[src/rtl/cfgbank_pkg.sv]
package cfgbank_pkg;

  localparam int unsigned REG_W      = 16;
  localparam int unsigned BUS_W      = 32;
  localparam int unsigned MRID_OFF   = 0;
  localparam int unsigned BRIDGE_OFF = 1;
  localparam int unsigned GEN_BASE   = 2;

  typedef enum logic [2:0] {
    SEL_NONE,
    SEL_MRID,
    SEL_BRIDGE,
    SEL_GEN,
    SEL_IADDR,
    SEL_IDATA
  } reg_sel_e;

  function automatic reg_sel_e decode_reg(int unsigned a, int unsigned num_gen);
    if (a == MRID_OFF)                                  return SEL_MRID;
    else if (a == BRIDGE_OFF)                           return SEL_BRIDGE;
    else if (a >= GEN_BASE && a < GEN_BASE + num_gen)   return SEL_GEN;
    else if (a == GEN_BASE + num_gen)                   return SEL_IADDR;
    else if (a == GEN_BASE + num_gen + 1)               return SEL_IDATA;
    else                                                return SEL_NONE;
  endfunction

  function automatic logic access_enabled(logic [3:0] be);
    return |be;
  endfunction

  function automatic logic [REG_W-1:0] id_word(logic [7:0] id);
    return {id, 8'h00};
  endfunction

endpackage

[src/rtl/cfg_reset_ctrl.sv]
module cfg_reset_ctrl (
  input  logic clk,
  input  logic rst_n,
  input  logic swrst_req_i,
  output logic swrst_o,
  output logic sys_rst_o
);

  logic swrst_q;

  always_ff @(posedge clk or negedge rst_n) begin
    if (!rst_n) swrst_q <= 1'b0;
    else        swrst_q <= swrst_req_i;
  end

  assign swrst_o   = swrst_q;
  assign sys_rst_o = !rst_n || swrst_q;


  swrst_one_cycle_chk: assert property (@(posedge clk) disable iff (!rst_n)
    swrst_q |=> !swrst_q);

endmodule

[src/rtl/cfg_direct_regs.sv]
module cfg_direct_regs
  import cfgbank_pkg::*;
#(
  parameter int unsigned NUM_GEN = 4,
  parameter int unsigned IDX_W   = 4,
  localparam int unsigned GIDX_W = (NUM_GEN > 1) ? $clog2(NUM_GEN) : 1
) (
  input  logic                           clk,
  input  logic                           rst_n,
  input  logic                           swrst_i,
  input  logic                           wr_i,
  input  reg_sel_e                       sel_i,
  input  logic [GIDX_W-1:0]              gen_idx_i,
  input  logic [REG_W-1:0]               wdata_i,
  output logic [REG_W-1:0]               bridge_o,
  output logic [NUM_GEN-1:0][REG_W-1:0]  gen_o,
  output logic [IDX_W-1:0]               iaddr_o
);

  logic [REG_W-1:0] bridge_q;
  logic [IDX_W-1:0] iaddr_q;
  logic [NUM_GEN-1:0][REG_W-1:0] gen_q;

  // bridge-mode word: cleared by the pin only
  always_ff @(posedge clk or negedge rst_n) begin
    if (!rst_n)                         bridge_q <= '0;
    else if (wr_i && sel_i == SEL_BRIDGE) bridge_q <= wdata_i;
  end

  always_ff @(posedge clk or negedge rst_n) begin
    if (!rst_n)                          iaddr_q <= '0;
    else if (swrst_i)                    iaddr_q <= '0;
    else if (wr_i && sel_i == SEL_IADDR) iaddr_q <= wdata_i[IDX_W-1:0];
  end

  for (genvar g = 0; g < NUM_GEN; g++) begin : g_gen
    always_ff @(posedge clk or negedge rst_n) begin
      if (!rst_n)       gen_q[g] <= '0;
      else if (swrst_i) gen_q[g] <= '0;
      else if (wr_i && sel_i == SEL_GEN && gen_idx_i == GIDX_W'(g))
        gen_q[g] <= wdata_i;
    end
  end

  assign bridge_o = bridge_q;
  assign gen_o    = gen_q;
  assign iaddr_o  = iaddr_q;


  swrst_clears_gen_chk: assert property (@(posedge clk) disable iff (!rst_n)
    swrst_i |=> (gen_q == '0 && iaddr_q == '0));


  bridge_survives_chk: assert property (@(posedge clk) disable iff (!rst_n)
    swrst_i |=> $stable(bridge_q));

endmodule

[src/rtl/cfg_indirect_mem.sv]
module cfg_indirect_mem
  import cfgbank_pkg::*;
#(
  parameter int unsigned DEPTH = 16,
  localparam int unsigned IDX_W = $clog2(DEPTH)
) (
  input  logic             clk,
  input  logic             rst_n,
  input  logic             wr_i,
  input  logic [IDX_W-1:0] idx_i,
  input  logic [REG_W-1:0] wdata_i,
  output logic [REG_W-1:0] rdata_o,
  output logic             busy_o
);

  logic [REG_W-1:0] mem [DEPTH];
  logic             pend_q;
  logic [IDX_W-1:0] stg_idx_q;
  logic [REG_W-1:0] stg_data_q;

  always_ff @(posedge clk or negedge rst_n) begin
    if (!rst_n) begin
      pend_q     <= 1'b0;
      stg_idx_q  <= '0;
      stg_data_q <= '0;
    end else begin
      pend_q <= wr_i;
      if (wr_i) begin
        stg_idx_q  <= idx_i;
        stg_data_q <= wdata_i;
      end
    end
  end

  // storage itself has no reset of any kind
  always_ff @(posedge clk) begin
    if (pend_q) mem[stg_idx_q] <= stg_data_q;
  end

  assign rdata_o = (pend_q && stg_idx_q == idx_i) ? stg_data_q : mem[idx_i];
  assign busy_o  = pend_q;


  busy_after_write_chk: assert property (@(posedge clk) disable iff (!rst_n)
    wr_i |=> busy_o);


  busy_only_after_write_chk: assert property (@(posedge clk) disable iff (!rst_n)
    !wr_i |=> !busy_o);

endmodule

[src/rtl/cfg_host_regfile.sv]
module cfg_host_regfile
  import cfgbank_pkg::*;
#(
  parameter int unsigned ADDR_W    = 6,
  parameter int unsigned NUM_GEN   = 4,
  parameter int unsigned IND_DEPTH = 16,
  parameter logic [7:0]  ID_CODE   = 8'h5A
) (
  input  logic                     clk,
  input  logic                     rst_n,
  input  logic [ADDR_W-1:0]        bus_addr,
  input  logic [31:0]              bus_wdata,
  input  logic [3:0]               bus_be,
  input  logic                     bus_wr,
  input  logic                     bus_rd,
  output logic [31:0]              bus_rdata,
  output logic                     bus_rvalid,
  output logic [15:0]              bridge_mode,
  output logic [NUM_GEN*16-1:0]    cfg_word,
  output logic                     sys_rst
);

  localparam int unsigned IDX_W  = $clog2(IND_DEPTH);
  localparam int unsigned GIDX_W = (NUM_GEN > 1) ? $clog2(NUM_GEN) : 1;

  reg_sel_e                      sel;
  logic                          acc_ok, wr_fire, rd_fire, swrst_req, swrst, ind_wr;
  logic [ADDR_W-1:0]             gen_off;
  logic [GIDX_W-1:0]             gen_idx;
  logic [REG_W-1:0]              bridge_q, ind_rdata, rd_word;
  logic [NUM_GEN-1:0][REG_W-1:0] gen_q;
  logic [IDX_W-1:0]              iaddr_q;
  logic                          ind_busy;
  logic                          unused_hi;

  assign unused_hi = ^bus_wdata[31:16];

  assign sel       = decode_reg(32'(bus_addr), NUM_GEN);
  assign gen_off   = bus_addr - ADDR_W'(GEN_BASE);
  assign gen_idx   = gen_off[GIDX_W-1:0];
  assign acc_ok    = access_enabled(bus_be);
  assign wr_fire   = bus_wr && acc_ok && !swrst;
  assign rd_fire   = bus_rd && acc_ok;
  assign swrst_req = wr_fire && sel == SEL_MRID && bus_wdata[0];
  assign ind_wr    = wr_fire && sel == SEL_IDATA;

  cfg_reset_ctrl u_rst (
    .clk        (clk),
    .rst_n      (rst_n),
    .swrst_req_i(swrst_req),
    .swrst_o    (swrst),
    .sys_rst_o  (sys_rst)
  );

  cfg_direct_regs #(.NUM_GEN(NUM_GEN), .IDX_W(IDX_W)) u_regs (
    .clk      (clk),
    .rst_n    (rst_n),
    .swrst_i  (swrst),
    .wr_i     (wr_fire),
    .sel_i    (sel),
    .gen_idx_i(gen_idx),
    .wdata_i  (bus_wdata[REG_W-1:0]),
    .bridge_o (bridge_q),
    .gen_o    (gen_q),
    .iaddr_o  (iaddr_q)
  );

  cfg_indirect_mem #(.DEPTH(IND_DEPTH)) u_ind (
    .clk    (clk),
    .rst_n  (rst_n),
    .wr_i   (ind_wr),
    .idx_i  (iaddr_q),
    .wdata_i(bus_wdata[REG_W-1:0]),
    .rdata_o(ind_rdata),
    .busy_o (ind_busy)
  );

  always_comb begin
    unique case (sel)
      SEL_MRID:   rd_word = id_word(ID_CODE);
      SEL_BRIDGE: rd_word = bridge_q;
      SEL_GEN:    rd_word = gen_q[gen_idx];
      SEL_IADDR:  rd_word = {ind_busy, {(REG_W-1-IDX_W){1'b0}}, iaddr_q};
      SEL_IDATA:  rd_word = ind_rdata;
      default:    rd_word = '0;
    endcase
  end

  always_ff @(posedge clk or negedge rst_n) begin
    if (!rst_n) begin
      bus_rvalid <= 1'b0;
      bus_rdata  <= '0;
    end else begin
      bus_rvalid <= rd_fire;
      bus_rdata  <= rd_fire ? {16'h0000, rd_word} : '0;
    end
  end

  assign bridge_mode = bridge_q;
  assign cfg_word    = gen_q;


  rvalid_follows_read_chk: assert property (@(posedge clk) disable iff (!rst_n)
    rd_fire |=> (bus_rvalid && bus_rdata[31:16] == 16'h0000));


  no_enable_no_read_chk: assert property (@(posedge clk) disable iff (!rst_n)
    (bus_rd && !acc_ok) |=> !bus_rvalid);


  unmapped_zero_chk: assert property (@(posedge clk) disable iff (!rst_n)
    (rd_fire && sel == SEL_NONE) |=> bus_rdata == 32'h0);


  id_field_chk: assert property (@(posedge clk) disable iff (!rst_n)
    (rd_fire && sel == SEL_MRID) |=> (bus_rdata[15:8] == ID_CODE && bus_rdata[7:0] == 8'h00));


  sysrst_on_request_chk: assert property (@(posedge clk) disable iff (!rst_n)
    swrst_req |=> sys_rst);

endmodule

[config.mk]
export PLATFORM = sky130hd
export DESIGN_NAME = cfg_host_regfile
export DESIGN_NICKNAME = d
export VERILOG_FILES = /design/src/rtl/cfgbank_pkg.sv /design/src/rtl/cfg_reset_ctrl.sv /design/src/rtl/cfg_direct_regs.sv /design/src/rtl/cfg_indirect_mem.sv /design/src/rtl/cfg_host_regfile.sv
export SDC_FILE = /design/constraint.sdc
export NUM_CORES = 1
export LEC_CHECK = 0
export ABC_AREA = 0
export BUFFER_PORTS_ARGS = -buffer_cell sky130_fd_sc_hd__buf_2
export CORE_AREA = 4 4 186 188
export CTS_CLUSTER_DIAMETER = 40
export DETAILED_ROUTE_END_ITERATION = 10
export DIE_AREA = 0 0 190 192
export GPL_ROUTABILITY_DRIVEN = 0
export PLACE_DENSITY = 0.66
export SKIP_LAST_GASP = 1
export SLEW_MARGIN = 20
export SYNTH_ARGS = -nofsm -noshare
export SYNTH_HDL_FRONTEND = slang
export SYNTH_HIERARCHICAL = 1
export SYNTH_SLANG_ARGS = --single-unit
[constraint.sdc]
create_clock -name clk -period 6.5 [get_ports clk]
set_input_delay 0.325 -clock clk [delete_from_list [all_inputs] [get_ports clk]]
set_output_delay 0.325 -clock clk [all_outputs]
set_load 0.02 [all_outputs]
# Word-level counts from Yosys, hierarchy flattened
# Memories as Yosys holds them, arrays and structs flattened.
# Index checks and enable logic that the tools add are counted.
[totals]
ff_bits = 123
ram_bits = 256
wordCells = 77
n_memories = 1
[op_classes]
n_addsub = 1
order_cmp = 3
n_eq_ne = 12
mux = 22
reduce_logical = 26
[mem_list]
columns = ["name", "words", "word_bits", "read_ports", "rd_clocked_by_memory_dff", "wr", "line", "source"]
rows = [
  ["u_ind.mem", 16, 16, 1, 0, 1, "cfg_indirect_mem.sv:16", "logic [REG_W-1:0] mem [DEPTH];"],
]
[op_table]
columns = ["op", "n"]
rows = [
  ["$mux W16", 11],
  ["$pmux W16 S5", 1],
  ["$bmux W16 S2", 1],
  ["$logic_and A1 B1 Y1", 15],
  ["$mux W3", 5],
  ["$eq A6 B3 Y1 const B", 2],
  ["$reduce_bool A2 Y1", 5],
  ["$mux W4", 2],
  ["$eq A3 B2 Y1 const B", 2],
  ["$eq A3 B3 Y1 const B", 2],
  ["$eq A6 B1 Y1 const B", 1],
  ["$ge A6 B2 Y1 const B", 1],
  ["$logic_not A6 Y1", 1],
  ["$lt A6 B3 Y1 const B", 1],
  ["$eq A2 B2 Y1 const B", 2],
  ["$eq A4 B4 Y1", 1],
  ["$reduce_or A4 Y1", 1],
  ["$eq A3 B1 Y1 const B", 1],
  ["$lt A2 B3 Y1 const B", 1],
  ["$eq A2 B1 Y1 const B", 1],
  ["$logic_not A1 Y1", 2],
  ["$logic_not A2 Y1", 1],
  ["$mux W1", 2],
  ["$sub A2 B2 Y2 const B", 1],
  ["$logic_or A1 B1 Y1", 1],
]

# Logic depth before layout (Yosys ltp)
[logic_depth]
depth_word = 11
mapped_depth = 9
ltp_nobuf = 7

# By module
# Netlist, hierarchy kept.
[modules_own_cells]
columns = ["module", "instances", "cells_per_inst", "area_each_um2"]
rows = [
  ["cfg_indirect_mem", 1, 479, 10857.9],
  ["cfg_direct_regs", 1, 278, 3674.8],
  ["cfg_host_regfile", 1, 154, 1642.8],
  ["cfg_reset_ctrl", 1, 2, 31.3],
]

# Least setup slack after synthesis
# OpenSTA, ideal clock, no wires.
[synth_timing]
path_kind = "register to register"
from = "reg u_ind.stg_idx_q[2]"
to = "mem u_ind.mem[0][0] (enable)"
setup_time_ns = 0.409
t_arrival_ns = 2.060
required_time_ns = 6.091
slack_ns = 4.031
path_stages_with_launch = 3
path_cell_list = "dfrtp_1 or3b_2 nor3_1"
[synth_lines]
columns = ["item", "line", "source"]
rows = [
  ["start, declared", "cfg_indirect_mem.sv:18", "logic [IDX_W-1:0] stg_idx_q;"],
  ["start signal, assigned", "cfg_indirect_mem.sv:29", "stg_idx_q <= idx_i;"],
  ["end, declared", "cfg_indirect_mem.sv:16", ""],
]
# Straight into the memory's write port.

# Worst setup path after layout
[layout_timing]
from = "reg u_regs.iaddr_q[0], in the netlist u_regs/iaddr_o[0]"
to = "reg bus_rdata[1]"
[layout_via]
elab_chain_cells = 5
elab_cells_between_ends = 6
[layout_rtl]
columns = ["item", "line", "source"]
rows = [
  ["start, declared", "cfg_direct_regs.sv:21", "logic [IDX_W-1:0] iaddr_q;"],
  ["start signal, assigned", "cfg_direct_regs.sv:33", "else if (wr_i && sel_i == SEL_IADDR) iaddr_q <= wdata_i[IDX_W-1:0];"],
  ["parallel branches: the longest is 2 deep, another holds $mem_v2 Z16 W16", "n/a", ""],
  ["$mux W16 (*)", "cfg_indirect_mem.sv:40", "assign rdata_o = (pend_q && stg_idx_q == idx_i) ? stg_data_q : mem[idx_i];"],
  ["net ind_rdata[1]", "cfg_host_regfile.sv:30", "logic [REG_W-1:0] bridge_q, ind_rdata, rd_word;"],
  ["$pmux W16 S5 (*)", "cfg_host_regfile.sv:79", "unique case (sel)"],
  ["$mux W16 (*)", "cfg_host_regfile.sv:95", "bus_rdata <= rd_fire ? {16'h0000, rd_word} : '0;"],
  ["end signal, assigned", "cfg_host_regfile.sv:95", ""],
  ["end, declared", "cfg_host_regfile.sv:16", "output logic [31:0] bus_rdata,"],
]
# Mark *: on every way through the listed nets, which the timed path passes.
# A chain may end at the register's enable or synchronous reset.

==> reports/results.tsv <==
metric	value	unit
TritonCTS clock tree	yes	
sw power	1.64	mW
ys async rst share	32.5	%
TritonCTS Sinks	379	
dominant cells by area after synthesis	edfxtp_1 (47%), dfrtp_1 (19%), mux4_2 (11%)	
DRT iter0 DRCs	627	
DP Worst Slack	2900	ps
post_cts resized	0	
Min-Delay Path Depth	2	
final HPWL from detailed placement	22600	um
Synth Register Bits	379	
final worst-path cycle share	54.2	%
post-CTS setup buffers	0	
Die Width	190	um
Final Util	56.7	%
Hold Path Origin	bus_rd	
Max Clock Skew	15.5	ps
sequential-to-total area share from yosys stat	66.4	%
Starting Density	48.9	%
I/O pin cnt	160	
Final Max Tran Viols	0	
Leak Pwr	7.11	nW
FILL cells	2547	
drt total wl	35900	um
Layout area overhead	15.9	%
Top FF cell, synth	edfxtp_1	
RSZ-0062 raised after global routing	no	
syn avg cell area	17.8	um2
Hold WC Path Type	input port to register	
Crit. End Element	register	
RR Startpoint	u_regs/iaddr_o[0]	
combinational share of power	13.4	%
post-route cell area	0.0188	mm2
Sw Share	25.6	%
port bufs	127	
drt wl/cell	23.3	um
synth warn	6	
Die Y-Extent	192	um
Final setup viols	0	
drt first pass iters	5	
htree depth	2	
Sequential Power Share	45.4	%
global-route wire length before repair	55800	um
via count of the first global-routing pass	8980	
hold endpoint	bus_rvalid	
Unique masters post-synth	43	
CP startpoint kind	register	
crit-path max FO	43	
hold buffer count at cts	1	
Achievable Freq	0.284	GHz
r2r endpoint	bus_rdata[1]	
outcome	finished clean	
design internal power	4.78	mW
Power Density	342	mW/mm2
worst skew pair latency	540	ps
clock network fraction of total power	41.2	%
CTS Buf Count	48	
initial antenna violation count	2	
WP data arrival	3930	ps
full die area	0.0365	mm2
Residual DRC	0	
largest net degree at the start of global routing	87	
Worst R2R Setup Slack	2980	ps
time the worst path needs with I/O delays and setup	3520	ps
Fin Setup TNS	0	ps
Post-Syn Instances	913	
Final WS setup	2980	ps
Max-Cap Viols	0	
share of cells above drive strength 1	35.2	%
grt total ovfl	0	
cell row count	67	
DR vias/cell	5.63	
Crit Path Class	register to register	
Antenna Nets Post-Route	0	
Reg2Reg Depth	8	
Slew headroom	27.6	%
Root Driver	clkbuf_16	
Core Area	0.0331	mm2
nets	1102	
Fin. Hold Viols	0	
Max VDD drop	0.277	mV
top cell type's share of synthesized area	47.4	%
Tot Pwr	6.42	mW
CTS clk-pin slew, worst paths	60	ps
Bufs on Longest Clock Path	3	
CP required	6910	ps
largest area contributor in the netlist	edfxtp_1	
via count	8670	
Post-synth EDFFs	256	
Worst-Margin Slew	1080	ps
GR Util All Layers	19.9	%
post-synthesis cell area	0.0162	mm2
DP Area	0.0171	mm2
logic make-up (layout without fill, tap and decap cells):
logic type,Yosys count,count (layout),share of synthesized area [%]
flip-flops,379,379,66.4
multiplexers,253,253,22.3
AND/OR/NAND/NOR,175,175,6.62
buffers and inverters,78,241,3.44
AO/OA/AOI/OAI,22,22,0.826
XOR/XNOR,5,5,0.386
other,1,18,0.0231
per-stage QoR:
stage	hold slack, ps	std cells
6_report	64.5	1541
2_1_floorplan	29.4	928
3_5_place_dp	416	1453
4_1_cts	51.7	1539
5_1_grt	52.0	1540
3_3_place_gp	426	1453
Yosys cell counts (2+ instances only):
master and n:
a31oi_1 17, buf_1 4, buf_2 12, buf_4 24
buf_6 17, clkbuf_1 15, dfrtp_1 123, edfxtp_1 256
inv_1 3, mux2_2 57, mux2i_1 116, mux4_1 2
mux4_2 78, nand2_1 7, nand2b_1 84, nand3_1 36
nand3b_1 5, nand4_1 6, nor2_1 19, nor3_1 4
o21ai_0 4, xor2_1 3
critical path, cell delays in order (launching register included):
cell	delay (ps)
dfrtp_4	980
buf_4	580
mux4_2	570
mux2i_1	250
mux2i_1	200
mux2_2	300
mux2_2	270
nand4_1	110
a31oi_1	100
state kept, by name, indices dropped and copies added (netlist names), 4 cells and up:
name,count
u_ind/mem,256
u_ind/stg_data_q,16
u_regs/bridge_o,16
bus_rdata,16
u_ind/stg_idx_q,4
u_regs/gen_o,64
u_regs/iaddr_o,4
area by class of cell:
| cell class | count | area, um2 | share of cell area, % |
|---|---|---|---|
| Inverter | 3 | 11.3 | 0.0599 |
| Multi-Input combinational cell | 471 | 4990 | 26.6 |
| Sequential cell | 379 | 10800 | 57.4 |
| Tap cell | 448 | 561 | 2.98 |
| Clock inverter | 26 | 324 | 1.72 |
| Antenna cell | 2 | 5.00 | 0.0266 |
| Timing Repair Buffer | 153 | 836 | 4.45 |
| Clock buffer | 59 | 1280 | 6.83 |
cells in the final DEF (no fill, tap or decap), types with 4 or more instances in the layout:
cell and count:
a31oi_1 17, buf_2 126, buf_4 26, bufinv_16 6
clkbuf_1 8, clkbuf_16 49, clkinv_2 5, clkinv_4 4
conb_1 16, dfrtp_1 119, edfxtp_1 256, inv_6 4
mux2_2 57, mux2i_1 116, mux4_2 78, nand2_1 7
nand2b_1 84, nand3_1 36, nand3b_1 5, nand4_1 6
nor2_1 16, o21ai_0 4
routing by layer:
layer  up-vias  track usage, %  part of all wire [%]
met5         -               0                 0.019
met4         2            5.15                   2.2
met3        57            4.69                   6.8
met2       268            30.1                    46
met1      4536            29.6                    45
li1       3807               -                     -
power groups by stage:
stage	sequential [mW]	clock [mW]	combinational (mW)
after floorplan	2.99	0	0.540
after global placement	2.96	0	0.857
after detailed placement	2.96	0	0.866
after CTS	2.92	2.70	0.870
after global routing	2.95	2.81	0.930
final	2.92	2.65	0.859
how the worst max path moves through the flow:
stage                      endpoint               start  depth (start not counted)  slack (ps)
floorplan           u_ind/mem[0][0]  u_ind/stg_idx_q[2]                          2        4030
global placement       bus_rdata[1]   u_regs/iaddr_o[0]                          8        2910
detailed placement     bus_rdata[1]   u_regs/iaddr_o[0]                          8        2900
CTS                    bus_rdata[1]   u_regs/iaddr_o[0]                          8        2850
global route          bus_rdata[15]   u_regs/iaddr_o[0]                          8        2710
finish                 bus_rdata[1]   u_regs/iaddr_o[0]                          8        2980
No activity file was read; power rests on OpenSTA's default activity.
